<file path="src/rtl/gfx_evt_pkg.sv">
package gfx_evt_pkg;
  localparam int NEVT       = 5;
  localparam int DW         = 32;
  localparam int BIT_RESET  = 9;
  localparam int BIT_FIELD  = 13;
  localparam int MSK_LSB    = 8;
  localparam logic [NEVT-1:0] MSK_RST = '1;

  typedef enum logic [1:0] {
    FIFO_PART  = 2'b00,
    FIFO_EMPTY = 2'b01,
    FIFO_FULL  = 2'b10,
    FIFO_RSVD  = 2'b11
  } fifo_lvl_e;

  typedef struct packed {
    logic            stat_wr;
    logic            soft_rst;
    logic [NEVT-1:0] clr;
    logic            mask_wr;
    logic [NEVT-1:0] mask_val;
  } wr_cmd_t;
endpackage

</file>
<file path="src/rtl/gfx_evt_wrdec.sv">
module gfx_evt_wrdec
  import gfx_evt_pkg::*;
#(
  parameter int ADDR_W    = 2,
  parameter int ADDR_STAT = 0,
  parameter int ADDR_MASK = 1
) (
  input  logic              bus_wr,
  input  logic [ADDR_W-1:0] bus_addr,
  input  logic [DW/8-1:0]   bus_be,
  input  logic [DW-1:0]     bus_wdata,
  output wr_cmd_t           cmd
);
  localparam int NLANE = DW / 8;
  logic [DW-1:0] lane_en;
  logic [DW-1:0] eff;

  for (genvar g = 0; g < NLANE; g++) begin : g_lane
    assign lane_en[g*8 +: 8] = {8{bus_be[g]}};
  end

  assign eff = bus_wdata & lane_en;

  always_comb begin
    cmd.stat_wr  = bus_wr && (bus_addr == ADDR_W'(ADDR_STAT));
    cmd.soft_rst = cmd.stat_wr && eff[BIT_RESET];
    cmd.clr      = cmd.stat_wr ? eff[NEVT-1:0] : '0;
    cmd.mask_wr  = bus_wr && (bus_addr == ADDR_W'(ADDR_MASK)) && bus_be[1];
    cmd.mask_val = bus_wdata[MSK_LSB +: NEVT];
  end
endmodule

</file>
<file path="src/rtl/gfx_evt_state.sv">
module gfx_evt_state
  import gfx_evt_pkg::*;
(
  input  logic            clk,
  input  logic            rst,
  input  wr_cmd_t         cmd,
  input  logic            ev_signal,
  input  logic [DW-1:0]   sig_data,
  input  logic [DW-1:0]   sig_mask,
  input  logic            ev_finish,
  input  logic            ev_hsync,
  input  logic            ev_vsync,
  input  logic            ev_rectend,
  input  logic            ev_vblank_end,
  input  logic            fifo_upd,
  input  logic [1:0]      fifo_lvl,
  output logic [NEVT-1:0] evt,
  output logic [NEVT-1:0] msk,
  output logic            pend,
  output logic            field,
  output logic [1:0]      fifo,
  output logic [DW-1:0]   sigid
);
  logic [NEVT-1:0] evt_n;
  logic            pend_n;
  logic            sig_after;
  logic [NEVT-1:1] set_vec;

  assign set_vec = {ev_rectend, ev_vsync, ev_hsync, ev_finish};

  always_comb begin
    evt_n[NEVT-1:1] = (evt[NEVT-1:1] & ~cmd.clr[NEVT-1:1]) | set_vec;
    sig_after       = cmd.clr[0] ? pend : evt[0];
    pend_n          = cmd.clr[0] ? 1'b0 : pend;
    evt_n[0]        = sig_after;
    if (ev_signal && !msk[0]) begin
      if (sig_after) pend_n   = 1'b1;
      else           evt_n[0] = 1'b1;
    end
  end

  always_ff @(posedge clk) begin
    if (rst || cmd.soft_rst) begin
      evt   <= '0;
      pend  <= 1'b0;
      msk   <= MSK_RST;
      field <= 1'b0;
      fifo  <= FIFO_EMPTY;
    end else begin
      evt  <= evt_n;
      pend <= pend_n;
      if (cmd.mask_wr)   msk   <= cmd.mask_val;
      if (ev_vblank_end) field <= ~field;
      if (fifo_upd)      fifo  <= fifo_lvl;
    end
  end

  always_ff @(posedge clk) begin
    if (rst)            sigid <= '0;
    else if (ev_signal) sigid <= (sigid & ~sig_mask) | (sig_data & sig_mask);
  end
endmodule

</file>
<file path="src/rtl/gfx_evt_irq.sv">
module gfx_evt_irq
  import gfx_evt_pkg::*;
(
  input  logic            clk,
  input  logic            rst,
  input  logic [NEVT-1:0] evt,
  input  logic [NEVT-1:0] msk,
  output logic            irq
);
  always_ff @(posedge clk) begin
    if (rst) irq <= 1'b0;
    else     irq <= |(evt & ~msk);
  end
endmodule

</file>
<file path="src/rtl/gfx_evt_ctrl.sv">
module gfx_evt_ctrl
  import gfx_evt_pkg::*;
#(
  parameter int          ADDR_W     = 2,
  parameter logic [7:0]  REV_CODE   = 8'h1B,
  parameter logic [7:0]  ID_CODE    = 8'h55,
  parameter int          ADDR_STAT  = 0,
  parameter int          ADDR_MASK  = 1,
  parameter int          ADDR_SIGID = 2
) (
  input  logic              clk,
  input  logic              rst,
  input  logic [ADDR_W-1:0] bus_addr,
  input  logic              bus_wr,
  input  logic [3:0]        bus_be,
  input  logic [31:0]       bus_wdata,
  input  logic              bus_rd,
  output logic [31:0]       bus_rdata,
  input  logic              ev_signal,
  input  logic [31:0]       sig_data,
  input  logic [31:0]       sig_mask,
  input  logic              ev_finish,
  input  logic              ev_hsync,
  input  logic              ev_vsync,
  input  logic              ev_rectend,
  input  logic              ev_vblank_end,
  input  logic              fifo_upd,
  input  logic [1:0]        fifo_lvl,
  output logic              irq
);
  wr_cmd_t         cmd;
  logic [NEVT-1:0] evt, msk;
  logic            pend, field;
  logic [1:0]      fifo;
  logic [DW-1:0]   sigid;
  logic [DW-1:0]   stat_word, mask_word, rd_mux;

  gfx_evt_wrdec #(.ADDR_W(ADDR_W), .ADDR_STAT(ADDR_STAT), .ADDR_MASK(ADDR_MASK)) u_dec (
    .bus_wr(bus_wr), .bus_addr(bus_addr), .bus_be(bus_be), .bus_wdata(bus_wdata), .cmd(cmd)
  );

  gfx_evt_state u_state (
    .clk(clk), .rst(rst), .cmd(cmd),
    .ev_signal(ev_signal), .sig_data(sig_data), .sig_mask(sig_mask),
    .ev_finish(ev_finish), .ev_hsync(ev_hsync), .ev_vsync(ev_vsync),
    .ev_rectend(ev_rectend), .ev_vblank_end(ev_vblank_end),
    .fifo_upd(fifo_upd), .fifo_lvl(fifo_lvl),
    .evt(evt), .msk(msk), .pend(pend), .field(field), .fifo(fifo), .sigid(sigid)
  );

  gfx_evt_irq u_irq (.clk(clk), .rst(rst), .evt(evt), .msk(msk), .irq(irq));

  assign stat_word = {ID_CODE, REV_CODE, fifo, field, 1'b0, 7'b0, evt};
  assign mask_word = {17'b0, 2'b11, msk, 8'b0};

  always_comb begin
    if (bus_addr == ADDR_W'(ADDR_STAT))       rd_mux = stat_word;
    else if (bus_addr == ADDR_W'(ADDR_MASK))  rd_mux = mask_word;
    else if (bus_addr == ADDR_W'(ADDR_SIGID)) rd_mux = sigid;
    else                                      rd_mux = '0;
  end

  always_ff @(posedge clk) begin
    if (rst)         bus_rdata <= '0;
    else if (bus_rd) bus_rdata <= rd_mux;
  end
endmodule

</file>
<file path="config.mk">
export PLATFORM = sky130hd
export DESIGN_NAME = gfx_evt_ctrl
export DESIGN_NICKNAME = d
export VERILOG_FILES = /design/src/rtl/gfx_evt_pkg.sv /design/src/rtl/gfx_evt_wrdec.sv /design/src/rtl/gfx_evt_state.sv /design/src/rtl/gfx_evt_irq.sv /design/src/rtl/gfx_evt_ctrl.sv
export SDC_FILE = /design/constraint.sdc
export NUM_CORES = 1
export LEC_CHECK = 0
export ABC_AREA = 1
export BUFFER_PORTS_ARGS = -buffer_cell sky130_fd_sc_hd__buf_2
export CORE_ASPECT_RATIO = 0.9
export CORE_MARGIN = 3
export CORE_UTILIZATION = 27
export DETAILED_ROUTE_END_ITERATION = 8
export SKIP_CTS_REPAIR_TIMING = 1
export SYNTH_ARGS = -nofsm -noshare
export SYNTH_HDL_FRONTEND = slang
export SYNTH_SLANG_ARGS = --single-unit
</file>
<file path="constraint.sdc">
create_clock -name clk -period 1.05 [get_ports clk]
set_input_delay 0.105 -clock clk [delete_from_list [all_inputs] [get_ports clk]]
set_output_delay 0.105 -clock clk [all_outputs]
set_load 0.005 [all_outputs]
</file>
==> results.py <==
metrics = {
    "run_status": {
        "status": "complete, no violations",
    },
    "synth": {
        "seq_area_frac_synth_pct": 49.5,
        "yosysTopAreaCellShare_pct": 49.5,
        "syn_area_um2": 3190,
        "ys_top_cells_by_count": "nand2_1, dfxtp_1, a21oi_1",
        "synth_area_leaders": "dfxtp_1, nand2_1, a21oi_1",
        "ys_warn_count": 0,
        "synth_edf_count": 0,
        "synth.most_common_cell": "nand2_1",
        "synth_top_area_cell": "dfxtp_1",
        "ys_ff_latch": 79,
        "syn_inst": 437,
        "synth_area_per_cell_um2": 7.31,
        "ys.flop_type": "dfxtp_1",
        "synth_nets": 552,
        "synth_cell_type_count": 21,
        "async_flop_share_pct": 0,
    },
    "clock_network": {
        "cts_tree": "done",
        "numCtsBuffers": 9,
        "clock_sinks": 79,
        "clk_latency_ns": 0.33,
        "cts-root-buf": "clkbuf_16",
        "cts_buffer_depth": 2,
        "clk_pin_slew_worst_paths_ns": 0.06,
        "h-tree-depth": 3,
    },
    "critical_path": {
        "endpoint_kind": "flop",
        "r2r_slack_ns": 0.13,
        "worst_ep_required_time_ns": 1.25,
        "start_kind": "flop",
        "reg2reg_from": "u_state.evt[4]$_SDFF_PP0_",
        "path_max_fanout": 2,
        "path_class": "flop to flop",
        "reg2regPathDepth": 4,
        "timing.rr.end": "u_irq.irq$_SDFF_PP0_",
        "arrival_ns": 1.12,
    },
    "sta": {
        "slew_viol_final": 0,
        "max_freq_ghz": 1.09,
        "tns_ns": 0,
        "skew_ns": 0.00736,
        "holdWs_ns": 0.00900,
        "rsz0062_at_grt": "no",
        "tightest_slew_ns": 0.365,
        "worst_slack_ns": 0.134,
        "hold_viol_final": 0,
        "fin_crit_sh_pct": 87.2,
        "relSlewSlack_pct": 75.7,
        "fin_crit_ns": 0.916,
        "setup_violations": 0,
    },
    "die": {
        "die_width_um": 121,
        "io_pins": 148,
        "core_region_area_um2": 11500,
        "std_cell_rows": 37,
        "start_util_pct": 27.8,
        "fp.dieH_um": 109,
        "dieArea_um2": 13200,
    },
    "power": {
        "irDropWorstVdd_v": 0.000644,
        "p_switching_mw": 1.66,
        "powerDensity_nw_per_um2": 1590,
        "internal_power_mw": 5.22,
        "p_sw_share_pct": 24.1,
        "leakagePower_nw": 2.05,
        "seq_power_share_pct": 46.7,
        "power_frac_clock_pct": 42.0,
        "comb_power_share_pct": 11.4,
    },
    "place": {
        "dp_slack_ns": -0.000897,
        "portBuffers": 123,
        "dp_hpwl_um": 6880,
        "dp.cells": 712,
        "place.gp.congestion": 0.819,
    },
    "routing": {
        "dr.pass1.iters": 4,
        "vias": 3199,
        "vias_per_cell": 4.40,
        "drtIter0Drc": 138,
        "wire_per_inst_um": 12.4,
        "drt_wl_total_um": 8980,
        "ant_nets": 0,
        "drcViolationCount": 0,
    },
    "finish": {
        "fin_nets": 682,
        "drive_above_1_share_pct": 28.0,
        "area.growth.synth_to_final_pct": 35.7,
        "diodes": 0,
        "finalNonFillerCells": 727,
        "fin_util_pct": 37.8,
    },
    "min_path": {
        "min-delay-start": "ev_hsync",
        "min_path_cells": 3,
        "min_to": "u_state.evt[2]$_SDFF_PP0_",
        "hold_class": "primary input to flop",
    },
    "global_routing": {
        "grt_first_pass_wirelength_um": 14200,
        "grt_antenna_before_repair": 0,
        "grt_pass1_vias": 2967,
        "grt_start_max_net_pins": 39,
        "grt-ovfl-total": 0,
        "track_usage_pct": 13.7,
    },
    "run": {
        "maxCapViolations": 0,
    },
}
==> metrics by stage <==
step	total power, mW	cell area (um2)
floorplan	3.66	3190
global placement	4.04	4060
detailed placement	4.06	4060
CTS	7.00	4330
global route	7.19	4330
finish	6.88	4330
==> worst max path at each step <==
stage	startpoint	endpoint	slack [ns]
global placement	bus_addr[1]	u_state.evt[2]$_SDFF_PP0_	0.04
CTS	bus_rdata[16]$_SDFFE_PP0P_	bus_rdata[16]	0.13
detailed placement	bus_addr[0]	bus_rdata[16]$_SDFFE_PP0P_	-0.0009
global route	u_state.evt[0]$_SDFF_PP0_	bus_rdata[0]$_SDFFE_PP0P_	0.08
finish	u_state.evt[4]$_SDFF_PP0_	u_irq.irq$_SDFF_PP0_	0.13
floorplan	rst	bus_rdata[10]$_SDFFE_PP0P_	0.24
==> critical path: stages (launching register included) <==
cell	delay, ns
dfxtp_1	0.31
inv_1	0.09
o22ai_1	0.09
nor3_1	0.20
nor2_1	0.10
==> per-layer routing <==
metal	wire length [um]	vias up	track usage, %
li1	-	1684	-
met1	4230	1423	17.7
met2	4010	84	21.7
met3	591	8	4.36
met4	154	0	4.94
met5	0	-	0
==> cell families (layout without fill, tap and decap cells) <==
group                     Yosys count  in the layout  share of synthesized area [%]
DFF                                79             79                           49.5
AOI/OAI and AO/OA                 113            113                           18.2
buffers and inverters              70            204                           9.40
and+or+nand+nor                   174            174                           22.6
xor gates and xnor gates            1              1                          0.274
==> power groups by stage <==
stage / Clock, mW / Sequential [mW] / Combinational [mW]
after floorplan: 0 / 3.27 / 0.398
after global placement: 0 / 3.27 / 0.769
after detailed placement: 0 / 3.27 / 0.788
after CTS: 3.00 / 3.21 / 0.792
after global routing: 3.08 / 3.22 / 0.889
final: 2.89 / 3.21 / 0.782
==> area by class of cell <==
| cell class | instances | area (um2) |
|---|---|---|
| Sequential cell | 79 | 1580 |
| Multi-Input combinational cell | 288 | 1310 |
| Tap cell | 156 | 195 |
| Fill cell | 1245 | 7150 |
| Timing Repair Buffer | 141 | 788 |
| Clock buffer | 13 | 260 |
| Inverter | 48 | 180 |
| Clock inverter | 2 | 16.3 |
==> cell usage in the layout (no fill, tap or decap), drive strengths merged <==
master    count
o211ai        1
nand2       105
buf         141
a21oi        59
o22ai        10
dfxtp        79
nand3        33
nor2         29
clkbuf       13
clkinvlp      1
nand4         6
clkinv        1
o21ai        43
nor3          1
xnor2         1
inv          48
No activity file was read; power rests on OpenSTA's default activity.
